--- src/rtl/qspi_ct_pkg.sv ---
package qspi_ct_pkg;
  localparam int NIB_W = 4;
  localparam int BYTE_W = 8;
  localparam int OP_BITS = 8;

  typedef enum logic [2:0] {
    ST_IDLE,
    ST_CMD,
    ST_ADDR,
    ST_MODE,
    ST_DUMMY,
    ST_DATA,
    ST_SKIP
  } ct_state_e;

  function automatic int imax(int a, int b);
    return (a > b) ? a : b;
  endfunction

  // complementary nibbles keep the repeat-read state
  function automatic logic mode_keeps(logic [NIB_W-1:0] hi, logic [NIB_W-1:0] lo);
    return hi == ~lo;
  endfunction
endpackage

--- src/rtl/qspi_ct_sync.sv ---
module qspi_ct_sync #(
  parameter int          W      = 1,
  parameter int          STAGES = 2,
  parameter logic [W-1:0] RST   = '0
) (
  input  logic         clk_i,
  input  logic         rst_ni,
  input  logic [W-1:0] d_i,
  output logic [W-1:0] q_o
);
  logic [W-1:0] stg_q [STAGES];

  for (genvar s = 0; s < STAGES; s++) begin : g_stage
    if (s == 0) begin : g_first
      always_ff @(posedge clk_i or negedge rst_ni) begin
        if (!rst_ni) stg_q[s] <= RST;
        else         stg_q[s] <= d_i;
      end
    end else begin : g_next
      always_ff @(posedge clk_i or negedge rst_ni) begin
        if (!rst_ni) stg_q[s] <= RST;
        else         stg_q[s] <= stg_q[s-1];
      end
    end
  end

  assign q_o = stg_q[STAGES-1];
endmodule

--- src/rtl/qspi_ct_fsm.sv ---
module qspi_ct_fsm
  import qspi_ct_pkg::*;
#(
  parameter int         ADDR_NIBS = 6,
  parameter int         DUMMY_W   = 4,
  parameter int         CNT_W     = 4,
  parameter logic [7:0] READ_OP   = 8'hEB
) (
  input  logic               clk_i,
  input  logic               rst_ni,
  input  logic               cs_n_i,
  input  logic               sck_i,
  input  logic [NIB_W-1:0]   io_i,
  input  logic [DUMMY_W-1:0] dummy_i,
  output logic               addr_shift_o,
  output logic               start_o,
  output logic               fall_o,
  output logic               in_data_o,
  output logic               mbr_o,
  output logic               cont_o
);
  ct_state_e        state_q;
  logic [CNT_W-1:0] cnt_q;
  logic [OP_BITS-2:0] op_q;
  logic [NIB_W-1:0] mode_hi_q;
  logic             sck_q, ones_q, from_cont_q, mode_done_q, mode_cmp_q, cont_q;

  logic             act, rise, fall, cmd_last, addr_last, mode_last, dum_last, no_dummy;
  logic             mbr_hit, mode_end, dum_end;
  logic [OP_BITS-1:0] opcode_full;

  localparam logic [DUMMY_W-1:0] DUM_ONE = DUMMY_W'(1);

  always_comb begin
    act         = ~cs_n_i;
    rise        = sck_i & ~sck_q;
    fall        = ~sck_i & sck_q;
    opcode_full = {op_q, io_i[0]};
    cmd_last    = cnt_q == CNT_W'(OP_BITS - 1);
    addr_last   = cnt_q == CNT_W'(ADDR_NIBS - 1);
    mode_last   = cnt_q == CNT_W'(1);
    dum_last    = cnt_q == CNT_W'(dummy_i - DUM_ONE);
    no_dummy    = dummy_i == '0;
    // eight ones on io[0] at the start of a repeat-read transaction
    mbr_hit     = act & rise & (state_q == ST_MODE) & mode_last & from_cont_q & ones_q & io_i[0];
    mode_end    = act & rise & (state_q == ST_MODE) & mode_last & ~mbr_hit;
    dum_end     = act & rise & (state_q == ST_DUMMY) & dum_last;
  end

  assign addr_shift_o = act & rise & (state_q == ST_ADDR);
  assign start_o      = (mode_end & no_dummy) | dum_end;
  assign fall_o       = act & fall & (state_q == ST_DATA);
  assign in_data_o    = state_q == ST_DATA;
  assign mbr_o        = mbr_hit;
  assign cont_o       = cont_q;

  always_ff @(posedge clk_i or negedge rst_ni) begin
    if (!rst_ni) begin
      state_q     <= ST_IDLE;
      cnt_q       <= '0;
      op_q        <= '0;
      mode_hi_q   <= '0;
      sck_q       <= 1'b0;
      ones_q      <= 1'b0;
      from_cont_q <= 1'b0;
      mode_done_q <= 1'b0;
      mode_cmp_q  <= 1'b0;
      cont_q      <= 1'b0;
    end else begin
      sck_q <= sck_i;
      if (cs_n_i) begin
        if (state_q != ST_IDLE) begin
          state_q <= ST_IDLE;
          // abort before mode complete leaves mode_done_q low: state cleared
          if (state_q != ST_SKIP) cont_q <= mode_done_q & mode_cmp_q;
        end
      end else begin
        unique case (state_q)
          ST_IDLE: begin
            cnt_q       <= '0;
            ones_q      <= 1'b1;
            mode_done_q <= 1'b0;
            mode_cmp_q  <= 1'b0;
            from_cont_q <= cont_q;
            state_q     <= cont_q ? ST_ADDR : ST_CMD;
          end
          ST_CMD: if (rise) begin
            op_q   <= opcode_full[OP_BITS-2:0];
            ones_q <= ones_q & io_i[0];
            if (cmd_last) begin
              cnt_q   <= '0;
              state_q <= (opcode_full == READ_OP) ? ST_ADDR : ST_SKIP;
            end else begin
              cnt_q <= cnt_q + CNT_W'(1);
            end
          end
          ST_ADDR: if (rise) begin
            ones_q <= ones_q & io_i[0];
            if (addr_last) begin
              cnt_q   <= '0;
              state_q <= ST_MODE;
            end else begin
              cnt_q <= cnt_q + CNT_W'(1);
            end
          end
          ST_MODE: if (rise) begin
            if (!mode_last) begin
              mode_hi_q <= io_i;
              ones_q    <= ones_q & io_i[0];
              cnt_q     <= cnt_q + CNT_W'(1);
            end else if (mbr_hit) begin
              cont_q  <= 1'b0;
              state_q <= ST_SKIP;
            end else begin
              mode_done_q <= 1'b1;
              mode_cmp_q  <= mode_keeps(mode_hi_q, io_i);
              cnt_q       <= '0;
              state_q     <= no_dummy ? ST_DATA : ST_DUMMY;
            end
          end
          ST_DUMMY: if (rise) begin
            if (dum_last) begin
              cnt_q   <= '0;
              state_q <= ST_DATA;
            end else begin
              cnt_q <= cnt_q + CNT_W'(1);
            end
          end
          ST_DATA, ST_SKIP: ;
          default: state_q <= ST_IDLE;
        endcase
      end
    end
  end
endmodule

--- src/rtl/qspi_ct_dp.sv ---
module qspi_ct_dp
  import qspi_ct_pkg::*;
#(
  parameter int ADDR_W = 24
) (
  input  logic              clk_i,
  input  logic              rst_ni,
  input  logic [NIB_W-1:0]  io_i,
  input  logic              addr_shift_i,
  input  logic              start_i,
  input  logic              fall_i,
  input  logic              in_data_i,
  input  logic [BYTE_W-1:0] rd_data_i,
  output logic [ADDR_W-1:0] rd_addr_o,
  output logic              rd_en_o,
  output logic [NIB_W-1:0]  io_o,
  output logic [NIB_W-1:0]  io_oe_o
);
  logic [ADDR_W-1:0] addr_q;
  logic [BYTE_W-1:0] byte_q;
  logic [NIB_W-1:0]  io_q;
  logic              half_q, rd_req_q, rd_pend_q;

  always_ff @(posedge clk_i or negedge rst_ni) begin
    if (!rst_ni) begin
      addr_q    <= '0;
      byte_q    <= '0;
      io_q      <= '0;
      half_q    <= 1'b0;
      rd_req_q  <= 1'b0;
      rd_pend_q <= 1'b0;
    end else begin
      rd_req_q  <= start_i | (fall_i & half_q);
      rd_pend_q <= rd_req_q;
      if (rd_pend_q) byte_q <= rd_data_i;
      if (addr_shift_i) begin
        addr_q <= {addr_q[ADDR_W-NIB_W-1:0], io_i};
      end else if (start_i) begin
        half_q <= 1'b0;
      end else if (fall_i) begin
        if (!half_q) begin
          io_q   <= byte_q[BYTE_W-1:NIB_W];
          half_q <= 1'b1;
        end else begin
          io_q   <= byte_q[NIB_W-1:0];
          half_q <= 1'b0;
          addr_q <= addr_q + ADDR_W'(1);
        end
      end
    end
  end

  assign rd_addr_o = addr_q;
  assign rd_en_o   = rd_req_q;
  assign io_o      = io_q;
  assign io_oe_o   = {NIB_W{in_data_i}};
endmodule

--- src/rtl/qspi_cont_read.sv ---
module qspi_cont_read
  import qspi_ct_pkg::*;
#(
  parameter int         ADDR_W      = 24,
  parameter int         DUMMY_W     = 4,
  parameter int         SYNC_STAGES = 2,
  parameter logic [7:0] READ_OP     = 8'hEB
) (
  input  logic               clk_i,
  input  logic               rst_ni,
  input  logic               cs_n_i,
  input  logic               sck_i,
  input  logic [3:0]         io_i,
  output logic [3:0]         io_o,
  output logic [3:0]         io_oe_o,
  input  logic [DUMMY_W-1:0] dummy_cfg_i,
  output logic [ADDR_W-1:0]  rd_addr_o,
  output logic               rd_en_o,
  input  logic [7:0]         rd_data_i,
  output logic               cont_mode_o
);
  localparam int ADDR_NIBS = ADDR_W / NIB_W;
  localparam int CNT_W     = imax(imax($clog2(OP_BITS), $clog2(ADDR_NIBS)), DUMMY_W);

  logic             cs_n_s, sck_s;
  logic [NIB_W-1:0] io_s;
  logic             fsm_shift, fsm_start, fsm_fall, fsm_data, fsm_mbr;

  qspi_ct_sync #(.W(1), .STAGES(SYNC_STAGES), .RST(1'b1)) i_sync_cs (
    .clk_i (clk_i),
    .rst_ni(rst_ni),
    .d_i   (cs_n_i),
    .q_o   (cs_n_s)
  );

  qspi_ct_sync #(.W(NIB_W + 1), .STAGES(SYNC_STAGES), .RST('0)) i_sync_bus (
    .clk_i (clk_i),
    .rst_ni(rst_ni),
    .d_i   ({sck_i, io_i}),
    .q_o   ({sck_s, io_s})
  );

  qspi_ct_fsm #(
    .ADDR_NIBS(ADDR_NIBS),
    .DUMMY_W  (DUMMY_W),
    .CNT_W    (CNT_W),
    .READ_OP  (READ_OP)
  ) i_fsm (
    .clk_i       (clk_i),
    .rst_ni      (rst_ni),
    .cs_n_i      (cs_n_s),
    .sck_i       (sck_s),
    .io_i        (io_s),
    .dummy_i     (dummy_cfg_i),
    .addr_shift_o(fsm_shift),
    .start_o     (fsm_start),
    .fall_o      (fsm_fall),
    .in_data_o   (fsm_data),
    .mbr_o       (fsm_mbr),
    .cont_o      (cont_mode_o)
  );

  qspi_ct_dp #(.ADDR_W(ADDR_W)) i_dp (
    .clk_i       (clk_i),
    .rst_ni      (rst_ni),
    .io_i        (io_s),
    .addr_shift_i(fsm_shift),
    .start_i     (fsm_start),
    .fall_i      (fsm_fall),
    .in_data_i   (fsm_data),
    .rd_data_i   (rd_data_i),
    .rd_addr_o   (rd_addr_o),
    .rd_en_o     (rd_en_o),
    .io_o        (io_o),
    .io_oe_o     (io_oe_o)
  );
endmodule

--- config.mk ---
export PLATFORM = sky130hd
export DESIGN_NAME = qspi_cont_read
export DESIGN_NICKNAME = d
export VERILOG_FILES = /design/src/rtl/qspi_ct_pkg.sv /design/src/rtl/qspi_ct_sync.sv /design/src/rtl/qspi_ct_fsm.sv /design/src/rtl/qspi_ct_dp.sv /design/src/rtl/qspi_cont_read.sv
export SDC_FILE = /design/constraint.sdc
export NUM_CORES = 1
export LEC_CHECK = 0
export ABC_AREA = 1
export BUFFER_PORTS_ARGS = -buffer_cell sky130_fd_sc_hd__buf_2
export CAP_MARGIN = 15
export CORE_ASPECT_RATIO = 0.75
export CORE_MARGIN = 2
export CORE_UTILIZATION = 50
export DETAILED_ROUTE_END_ITERATION = 8
export PLACE_DENSITY = 0.73
export SYNTH_ARGS = -nofsm -noshare
export SYNTH_HDL_FRONTEND = slang
export SYNTH_HIERARCHICAL = 1
export SYNTH_SLANG_ARGS = --single-unit
--- constraint.sdc ---
create_clock -name clk_i -period 2.5 [get_ports clk_i]
set_input_delay 0 -clock clk_i [delete_from_list [all_inputs] [get_ports clk_i]]
set_output_delay 0 -clock clk_i [all_outputs]
set_load 0.1 [all_outputs]
==> results by group <==
Synth
  – Asr flop ratio synth: 1.000
  – Commonest cells in the synthesized netlist: 120 x nand2_1, 73 x dfrtp_1, 62 x inv_1
  – Synth area leaders: dfrtp_1 43%, nand2_1 11%, nand3_1 6.1%, inv_1 5.4%, nor2_1 3.5%
  – Post-Syn Instances: 526
  – Seq/Total Area, Yosys: 0.4396
  – Ys flop type: dfrtp_1
  – Top-area cell type share of the netlist area: 0.4273
  – Synthesis-stage register bit count: 75
  – Post-synthesis mux area share: 0.03687
  – Synthesized area per cell: 8.128 um2
  – Yosys cell types: 41
  – Number of synthesized flops with an enable pin: 0
  – Post-synthesis cell area: 4275 um2
  – Dominant cell type by area after synthesis: dfrtp_1
  – Simple logic cell fraction of the synthesized area: 0.2979
  – Synth Area in XOR/XNOR: 0.02868
  – Yosys Warn Count: 6
  – Adder-cell share of the synthesized area: 0.01463
  – Largest family of logic cells by synthesized area: simple AND/OR/NAND/NOR gates
  – Syn nets: 551
  – Most common cell in the netlist: nand2_1
  – Compound-Gate Fraction of Synth Area: 0.09365

Cells and area
  – Proportion of layout cells with a drive suffix above 1: 0.2380
  – Antenna Cells: 0
  – Design area: 5120 um2
  – Area delta synth->final: 19.75%
  – Final Util: 0.6108
  – Final nets: 625

Power
  – Seq pwr share: 0.292
  – Power per Cell Area: 1360 nW/um2
  – NetSw: just under 4 mW
  – Clock network power share: 0.180
  – Switching share of power: 0.5525
  – Max VDD drop: 1.000 mV
  – P_leak: 2.501 nW
  – Combinational share of power: 0.528
  – Internal power: slightly above 3 mW

Job
  – Max cap viols: 0

Worst setup path
  – Crit path capture: i_dp/rd_addr_o[8]$_DFFE_PN0P_
  – Worst Path Arrival: 2480 ps
  – CP startpoint kind: flip-flop
  – Crit path from: i_fsm/cnt_q[1]$_DFFE_PN0P_
  – WP data required: 2700 ps
  – Crit Path Class: reg -> reg
  – Reg2reg end: i_dp/rd_addr_o[8]$_DFFE_PN0P_
  – R2R depth: 14
  – FF-to-FF Start: i_fsm/cnt_q[1]$_DFFE_PN0P_
  – R2R Setup Slk: 220 ps
  – CP endpoint kind: flip-flop
  – Crit Path Max Fanout: 12

Place
  – Placed instance area: between 4000 and 5000 um2
  – IO Port Bufs: 53
  – DP Wirelength: 7209 um
  – Routability congestion estimate from global placement: 0.9141
  – Worst slack at placement: 94.43 ps

Floorplanning
  – Core area: 8382 um2
  – Starting Density: 0.5101
  – FP Rows: 29
  – Die ar.: 9314 um2
  – Boundary pin count: 54
  – Die X: 110.8 um
  – Die height: 84.08 um

STA
  – Rel. slew slack: 0.3899
  – Setup TNS: 0 ps
  – Tcrit/Tclk final: 0.9108
  – Clock skew: roughly 11 ps
  – Unrepaired setup endpoints after global routing: false
  – Worst-margin pin slew: 915.2 ps
  – Final worst slack: 223.0 ps
  – Final count of pins violating max slew: 0
  – # setup viols final: 0
  – Maximum operating frequency: between 400 and 500 MHz
  – Final hold vios: 0
  – Crit path time final: 2277 ps

Clocking
  – Clock Pin Slew Worst Setup and Hold Paths: roughly 60 ps
  – TritonCTS clock tree: yes
  – H-tree depth: 3
  – CTS buffer count: 9
  – Max clock buf depth: 2
  – Clk_lat worst skew: ~340 ps
  – CTS Sinks: 75
  – Root Driver: clkbuf_16

GRT
  – Initial antenna violation count: 0
  – Largest net degree at the start of global routing: 76
  – Vias in the first global route: 3,455
  – Grt ovf: 0
  – First-pass GRT wire length: 16,830 um
  – GRT Total Usage: 0.2253

Routing
  – DRT iter0 DRCs: 265
  – Post-route DRC: 0
  – Total routed wirelength: 9958 um
  – Routed vias: 3,723
  – DRT antenna net count: 0
  – Vias per cell: ~5.2
  – Post-DR wirelength/cell: 13.97 um
  – First-pass DRT Iterations: 4

Min path
  – Min-Delay Path Class: in -> reg

Outcome
  – Status: finished clean
## state kept, by name, indices dropped and copies added (netlist names), 3 cells and up
name              count
i_sync_bus/q_o        5
i_fsm/cnt_q           4
i_sync_bus/stg_q      5
i_fsm/mode_hi_q       4
i_fsm/state_q         3
i_fsm/op_q            7
i_dp/io_o             4
i_dp/byte_q           8
i_dp/rd_addr_o       24
## through the flow
step           hold WS (ps)  total power [mW]  cells
6_report              203.0             6.965    713
4_1_cts               205.3             6.946    705
2_1_floorplan        -295.6             4.961    526
3_5_place_dp          106.5             5.640    674
5_1_grt               249.1             7.407    713
3_3_place_gp          105.2             5.590    674
## how the worst min path moves through the flow
| stage | cells after the start | slack (ps) | endpoint | from |
|---|---|---|---|---|
| 2_1_floorplan | 0 | -300 | i_dp/byte_q[0]$_DFFE_PN0P_ | rst_ni |
| 3_3_place_gp | 1 | 110 | i_sync_cs/stg_q[1]$_DFF_PN1_ | cs_n_i |
| 3_5_place_dp | 1 | 110 | i_sync_cs/stg_q[1]$_DFF_PN1_ | cs_n_i |
| 4_1_cts | 6 | 210 | i_fsm/state_q[0]$_DFFE_PN0P_ | dummy_cfg_i[2] |
| 5_1_grt | 6 | 250 | i_fsm/state_q[0]$_DFFE_PN0P_ | dummy_cfg_i[2] |
| 6_report | 6 | 200 | i_fsm/state_q[0]$_DFFE_PN0P_ | dummy_cfg_i[2] |
## power groups by stage
stage                     clock, mW  sequential [mW]  combinational, mW
final                          1.26             2.03               3.67
after global routing           1.34             2.10               3.97
after CTS                      1.29             2.02               3.64
after detailed placement          0             2.04               3.60
after global placement            0             2.03               3.56
after floorplan                   0             3.41               1.56
## kinds of logic (layout without fill, tap and decap cells)
group / count (synthesis) / after routing
fa+ha+maj: 5 / 5
xor+xnor: 14 / 14
simple gates: 263 / 263
mux: 14 / 14
buf+inv: 87 / 166
flops: 75 / 75
compound gates: 68 / 68
## repair_timing
item                                   CTS  global route
gates resized for setup                  0             4
buffers inserted                         0             8
hold buffers                            15             0
endpoints found under the hold margin   87             0
setup endpoints to repair                0             9
## per-layer routing
| metal | GRT usage | up-vias | routed length (um) |
|---|---|---|---|
| met3 | 0.06609 | 9 | 708 |
| met2 | 0.3224 | 137 | 4297 |
| met5 | 0 | - | 0 |
| met4 | 0.06023 | 0 | 86 |
| li1 | - | 1852 | - |
| met1 | 0.3336 | 1725 | 4865 |
## worst max-delay path: stages, from the launching register on
cell      delay, ps
dfrtp_1         380
inv_1            80
ha_2            210
nand3_4         120
nor2_4          180
nand3_4         120
nand4_1         100
o31ai_2         100
inv_1           130
nand3_4         120
nand2_4         140
inv_2           110
nand2_1          70
o21ai_0          90
o21bai_1        180
## area by class of cell
cell class | instances | area [um2]
Tap cell | 108 | 135.1
Clock buffer | 10 | 239.0
Inverter | 70 | 265.3
Timing Repair Buffer | 80 | 508.0
Fill cell | 733 | 3262
Clock inverter | 6 | 53.80
Multi-Input combinational cell | 364 | 2039
Sequential cell | 75 | 1879
## cell usage in the layout, fill, tap and decap left out, types with 8 or more instances in the layout
| cell type | count |
|---|---|
| a21oi_1 | 10 |
| buf_2 | 52 |
| buf_4 | 13 |
| clkbuf_16 | 9 |
| dfrtp_1 | 73 |
| dlygate4sd3_1 | 15 |
| inv_1 | 62 |
| mux2_2 | 12 |
| nand2_1 | 120 |
| nand2_2 | 11 |
| nand3_1 | 52 |
| nor2_1 | 40 |
| nor2_4 | 8 |
| o21ai_0 | 18 |
| o21ai_1 | 11 |
| o22ai_1 | 11 |
| xor2_1 | 11 |
Note: power is estimated with default switching activity, not from simulation.
